[config.mk]
export PLATFORM = sky130hd
export DESIGN_NAME = symerr_counter
export DESIGN_NICKNAME = d
export VERILOG_FILES = /design/src/rtl/symerr_pkg.sv /design/src/rtl/symerr_ctrl.sv /design/src/rtl/symerr_dp.sv /design/src/rtl/symerr_counter.sv
export SDC_FILE = /design/constraint.sdc
export NUM_CORES = 1
export LEC_CHECK = 0
export BUFFER_PORTS_ARGS = -buffer_cell sky130_fd_sc_hd__buf_2
export CAP_MARGIN = 5
export CORE_AREA = 4 4 58 60
export DETAILED_ROUTE_END_ITERATION = 12
export DIE_AREA = 0 0 62 64
export GPL_TIMING_DRIVEN = 0
export PLACE_DENSITY = 0.89
export SETUP_SLACK_MARGIN = 0.3
export SLEW_MARGIN = 20
export SYNTH_ARGS = -nofsm -noshare
export SYNTH_HDL_FRONTEND = slang
export SYNTH_SLANG_ARGS = --single-unit
[constraint.sdc]
create_clock -name clk -period 3.9 [get_ports clk]
set_clock_uncertainty 0.1 [all_clocks]
set_input_delay 0.39 -clock clk [delete_from_list [all_inputs] [get_ports clk]]
set_output_delay 0.39 -clock clk [all_outputs]
set_load 0.03 [all_outputs]
[src/rtl/symerr_pkg.sv]
package symerr_pkg;
  // Strobes from the window control to the counting datapath
  typedef struct packed {
    logic incEn;    // advance the count at this edge
    logic clearAll; // synchronous clear of the count
  } dpStrobes_t;
endpackage

[src/rtl/symerr_ctrl.sv]
module symerr_ctrl
  import symerr_pkg::*;
(
  input  logic       clk,
  input  logic       hwRstN,
  input  logic       softRst,
  input  logic       symValid,
  input  logic       symInvalid,
  input  logic       pktStart,
  input  logic       pktEnd,
  input  logic       linkIs100,
  output dpStrobes_t strobes
);
  logic symErr;
  logic seenErr;      // window already charged
  logic windowFresh;
  logic seenErrNext;

  always_comb begin
    symErr      = symValid & symInvalid;
    // a start marker opens a new window in the same cycle
    windowFresh = pktStart | ~seenErr;
    strobes.incEn    = symErr & windowFresh & linkIs100 & ~softRst;
    strobes.clearAll = softRst;
  end

  always_comb begin
    if (softRst)       seenErrNext = 1'b0;
    else if (pktStart) seenErrNext = symErr;
    else if (pktEnd)   seenErrNext = 1'b0; // idle window begins next cycle
    else if (symErr)   seenErrNext = 1'b1;
    else               seenErrNext = seenErr;
  end

  always_ff @(posedge clk or negedge hwRstN) begin
    if (!hwRstN) seenErr <= 1'b0;
    else         seenErr <= seenErrNext;
  end

  // a charged window accepts no further increment until it is reopened
  p_once_per_window_r2: assert property (@(posedge clk) disable iff (!hwRstN)
    (seenErr && !pktStart) |-> !strobes.incEn);

  // soft reset reopens the window
  p_soft_reopens_r6: assert property (@(posedge clk) disable iff (!hwRstN)
    softRst |=> !seenErr);

  // an invalid flag without a symbol strobe never charges a window
  p_needs_strobe_r9: assert property (@(posedge clk) disable iff (!hwRstN)
    (!symValid && !pktStart && !pktEnd && !softRst) |=> (seenErr == $past(seenErr)));
endmodule

[src/rtl/symerr_dp.sv]
module symerr_dp
  import symerr_pkg::*;
#(
  parameter int CNT_W = 16
) (
  input  logic             clk,
  input  logic             hwRstN,
  input  dpStrobes_t       strobes,
  input  logic             rdEn,
  output logic [CNT_W-1:0] countQ,
  output logic [CNT_W-1:0] rdData,
  output logic             rdValid
);
  localparam logic [CNT_W-1:0] CNT_ONE = {{(CNT_W-1){1'b0}}, 1'b1};

  logic [CNT_W-1:0] countNext;

  always_comb begin
    if (strobes.clearAll)   countNext = '0;
    else if (strobes.incEn) countNext = countQ + CNT_ONE; // wraps naturally
    else                    countNext = countQ;
  end

  always_ff @(posedge clk or negedge hwRstN) begin
    if (!hwRstN) countQ <= '0;
    else         countQ <= countNext;
  end

  // read capture: sees the count as it stood before this edge
  always_ff @(posedge clk or negedge hwRstN) begin
    if (!hwRstN) begin
      rdData  <= '0;
      rdValid <= 1'b0;
    end else begin
      rdValid <= rdEn;
      if (rdEn) rdData <= countQ;
    end
  end

  // the count only ever steps by one, modulo 2^CNT_W
  p_step_one_r3: assert property (@(posedge clk) disable iff (!hwRstN)
    (!$past(strobes.clearAll) && countQ != $past(countQ)) |-> countQ == $past(countQ) + CNT_ONE);

  // soft clear empties the count
  p_clear_on_reset_r6: assert property (@(posedge clk) disable iff (!hwRstN)
    strobes.clearAll |=> countQ == '0);

  // a read returns the pre-edge count and leaves the count alone
  p_read_prior_r7: assert property (@(posedge clk) disable iff (!hwRstN)
    rdEn |=> (rdValid && rdData == $past(countQ)));
endmodule

[src/rtl/symerr_counter.sv]
module symerr_counter
  import symerr_pkg::*;
#(
  parameter int CNT_W = 16
) (
  input  logic             clk,
  input  logic             hwRstN,
  input  logic             softRst,
  input  logic             symValid,
  input  logic             symInvalid,
  input  logic             pktStart,
  input  logic             pktEnd,
  input  logic             linkIs100,
  input  logic             rdEn,
  input  logic             wrEn,
  input  logic [CNT_W-1:0] wrData,
  output logic [CNT_W-1:0] rdData,
  output logic             rdValid
);
  dpStrobes_t       strobes;
  logic [CNT_W-1:0] countQ;

  symerr_ctrl u_ctrl (
    .clk        (clk),
    .hwRstN     (hwRstN),
    .softRst    (softRst),
    .symValid   (symValid),
    .symInvalid (symInvalid),
    .pktStart   (pktStart),
    .pktEnd     (pktEnd),
    .linkIs100  (linkIs100),
    .strobes    (strobes)
  );

  symerr_dp #(.CNT_W(CNT_W)) u_dp (
    .clk     (clk),
    .hwRstN  (hwRstN),
    .strobes (strobes),
    .rdEn    (rdEn),
    .countQ  (countQ),
    .rdData  (rdData),
    .rdValid (rdValid)
  );

  // at 10 Mb/s the count holds
  p_hold_at_10m_r5: assert property (@(posedge clk) disable iff (!hwRstN)
    (!linkIs100 && !softRst) |=> countQ == $past(countQ));

  // a write, whatever its data, is not stored
  p_write_ignored_r8: assert property (@(posedge clk) disable iff (!hwRstN)
    (wrEn && wrData != countQ && !strobes.incEn && !softRst) |=> countQ == $past(countQ));
endmodule

### Yosys cells after proc, flatten, opt, wreduce, memory -nomap -nowiden

Index checks and enable logic that the tools add are counted.

* output and inout port bits: 17
* logic and storage cells: 20
* bits of input ports: 26
* register bits after elaboration: 34

* bitwise gates (word level): 7
* mux-type cells: 6
* $add $sub $neg: 1
* reduce and logical (&&, ||, !) cells: 2

Operators with widths (number)
* two-way mux 16 bit: 2
* adder 16 x 1 -> 16 bit (second input constant): 1
* bitwise AND 1 bit: 4
* two-way mux 1 bit: 4
* nonzero test 4 bit: 1
* inverter 1 bit: 2
* nonzero test 2 bit: 1
* bitwise OR 1 bit: 1

### Logic depth before layout (Yosys ltp)

* depth in word-level cells: 7
* gate-level depth with buffers: 6
* mapped depth without buffers: 5

### By module

From an unflattened synthesis, not the netlist that was laid out.

* cells, all modules: 125
* area, all modules: 1559.0 um^2

Modules (own cells, without submodules)
* symerr_dp: cells an instance 117, sequential area each 825.8 um^2, instances 1, area an instance 1471.4 um^2
* symerr_ctrl: cells an instance 8, sequential area each 25.0 um^2, instances 1, area an instance 87.6 um^2

### Worst setup path after synthesis

Ideal clock, no wire load.

* kind: reg-to-reg
* from: reg u_ctrl.seenErr
* to: reg u_dp.countQ[13]
* cell stages (with the launch flop): 7
* library setup time: 78 ps
* required time: 3722 ps
* setup slack: 1941 ps
* arrival: 1781 ps
* buffers on the path: 2
* period minus slack after synthesis: 1959 ps
* path through: dfrtp_1 -> nor2b_1 -> buf_6 -> or4_4 -> buf_6 -> or4_1 -> a21oi_1

* longest elaborated chain between the ends: 6

RTL lines
* start, declared: line symerr_ctrl.sv:15 `logic seenErr;`
* start signal, assigned: line symerr_ctrl.sv:37 `else seenErr <= seenErrNext;`
* inverter 1 bit: line symerr_ctrl.sv:22 `windowFresh = pktStart | ~seenErr;`
* bitwise OR 1 bit: line symerr_ctrl.sv:22
* bitwise AND 1 bit (3 in a row): line symerr_ctrl.sv:23 `strobes.incEn = symErr & windowFresh & linkIs100 & ~softRst;`
* nonzero test 2 bit (no line)
* end signal, assigned: line symerr_dp.sv:26 `else countQ <= countNext;`
* end, declared: line symerr_dp.sv:10 `output logic [CNT_W-1:0] countQ,`

Every way passes these cells.
A chain may end at the register's enable or synchronous reset.

### Final worst setup path

* from: reg u_ctrl.seenErr
* to: reg u_dp.countQ[15]

The elaborated chain is that of the path after synthesis.

==> metrics.txt <==
Max-Cap Viols=0; top cell type by total area after synthesis=dfrtp_1; Vias/cell=5.72; share of layout cells above drive strength 1=32.3%; Max VDD drop=0.233 mV; initial antenna violation count=0; leak pwr=0.813 nW; CTS clk-pin slew, worst paths=0.09 ns; Mean Syn Cell Area=11.8 um^2; Syn Inst Count=128; Synth cell types=27; setup violators final=0; final hold violation count=5; Final Max Slew Viols=0; CTS resizes=0; Peak Freq=477 MHz; post-synth design cell area=1510 um^2; number of synthesized register bits=34; Net Count, Synth=155; number of buffers created by CTS=5; largest fanout on the critical path=10; CP Capture Type=flop; critical path type=reg -> reg; clk root buf=clkbuf_4; dpl cell area=1670 um^2; ANT nets after route=0; failing checks=hold timing; Global Route Usage Sum=17.8%; Pwr Total=0.575 mW; per-cell routed wire length=15.2 um; Area growth syn-to-layout=14.1%; num rows=20; filler instances=257; Post-Route WL=2900 um; Pwr per Cell Area=334 nW/um^2; DIE WIDTH=62 um; post-layout min period=2.10 ns; Post-CTS Setup Repair Bufs=0; unrepaired setup endpoints after global routing=no; PnR worst setup slack=1.80 ns; vias in the first global route=1187; I/O pin count=43; Starting DRT DRC Count=24; pre-CTS setup slack=1.75 ns; post-synthesis sequential area ratio=56.4%; clk buf depth=2; critical path startpoint=u_ctrl.seenErr$_DFFE_PN0P_; placer congestion estimate=0.774; most frequent cells in the layout=34 x dfrtp_1, 24 x buf_2, 16 x mux2_2; n_diodes=0; core box area=2930 um^2; post-synth top area share=56.4%; Die Y=64 um; CTS tree=built; first-pass GRT wire length=5200 um; PortBufs=24; H-tree levels=2; Initial Utilization=51.5%; Area contributors post-synth=dfrtp_1 56%, mux2_2 12%, a21oi_1 3.0%, o31ai_1 3.0%, or4_1 3.0%; total gr overflow=0; DRT Pass-1 Iters=4; Final period util=53.8%; fin area=1720 um^2; CP Data Arrival Time=2.26 ns; YS warnings=0; worst-margin pin slew=0.726 ns; worst reg2reg startpoint=u_ctrl.seenErr$_DFFE_PN0P_; DRC=0; final setup TNS=0 ns; final net count=186; largest net degree at the start of global routing=35; CP required=4.07 ns; commonest non-fill, non-tap cell in the layout=dfrtp_1; CTS Sinks=34; vias=1092; Hold-fix buffers, CTS=0; Hold WC Path Type=in -> async; Slew headroom=51.6%; outcome=finished with violations; Worst setup SP type=flop; clock latency on the worst-skew pair=0.34 ns; HPWL Detailed=2090 um; Die ar.=3970 um^2; Hold WS=-0.00190 ns
sequential cells by signal (all words and copies together) (netlist names):
name            count
u_dp.countQ        16
u_dp.rdData        16
u_ctrl.seenErr      1
u_dp.rdValid        1
path summary, 6_finish.rpt:
check | endpoint | slack (ns) | cells after the start
hold / removal | u_dp.rdData[15]$_DFFE_PN0P_ | -0.002 | 1
setup reg to reg | u_dp.countQ[15]$_DFFE_PN0P_ | 1.80 | 6
min in group clk | u_dp.rdValid$_DFF_PN0_ | 0.08 | 1
setup / recovery | u_dp.countQ[15]$_DFFE_PN0P_ | 1.80 | 6
hold reg to reg | u_dp.rdData[7]$_DFFE_PN0P_ | 0.41 | 1
max in group asynchronous | u_dp.rdData[6]$_DFFE_PN0P_ | 3.23 | 1
routing by layer:
| metal | GRT usage [%] | wire length [um] | part of all wire [%] | vias up |
|---|---|---|---|---|
| li1 | - | - | - | 526 |
| met1 | 22.4 | 1250 | 43 | 530 |
| met2 | 27.2 | 1440 | 50 | 32 |
| met3 | 7.07 | 165 | 5.7 | 4 |
| met4 | 5.84 | 42 | 1.4 | 0 |
| met5 | 0 | 0 | 0 | - |
final cells by class:
cell class	instances	area, um^2	share of cell area, %
sequential	34	851	49.5
multi-input combinational	85	608	35.3
timing repair buffer	24	120	6.98
clock buffer	6	51.3	2.98
tap	33	41.3	2.40
buffer	6	37.5	2.18
inverter	3	11.3	0.655
stage by stage:
step / util [%] / std cells
finish: 58.8 / 191
detailed placement: 57.0 / 185
global route: 58.8 / 191
CTS: 58.8 / 191
global placement: 57.0 / 185
floorplan: - / 128
power by group:
group | switching (mW) | total [mW] | internal, mW
logic | 0.0213 | 0.0316 | 0.0103
registers | 0.00191 | 0.357 | 0.355
clock network | 0.106 | 0.187 | 0.0811
total | 0.129 | 0.575 | 0.446
cells in the mapped netlist (all sizes together):
master,count
xor2,2
nor4,2
o21ai,3
a221oi,1
mux2,16
nand2,5
a21oi,9
nand4,3
or2,1
inv,3
clkbuf,4
dfrtp,34
and3,1
xnor2,5
nor2b,1
buf,2
or3,2
nor3,2
or4b,1
nand3,8
or4,7
ha,1
or2b,1
nor2,8
o31ai,6
kinds of logic (layout without fill, tap and decap cells):
family	after synthesis	after routing	share of synthesized area (%)
xor+xnor	7	7	4.07
mux	16	16	12.0
compound gates	19	19	7.55
flops	34	34	56.4
fa+ha+maj	1	1	0.830
buf+inv	9	39	3.24
simple gates	42	42	15.9
worst max-delay path: stages (launching register included):
cell and delay [ns]:
dfrtp_1 0.38, nor2b_1 0.13, buf_6 0.13, or4_4 0.54
buf_6 0.15, or4_1 0.41, a21oi_1 0.17
Power figures use the tool's default switching activity.
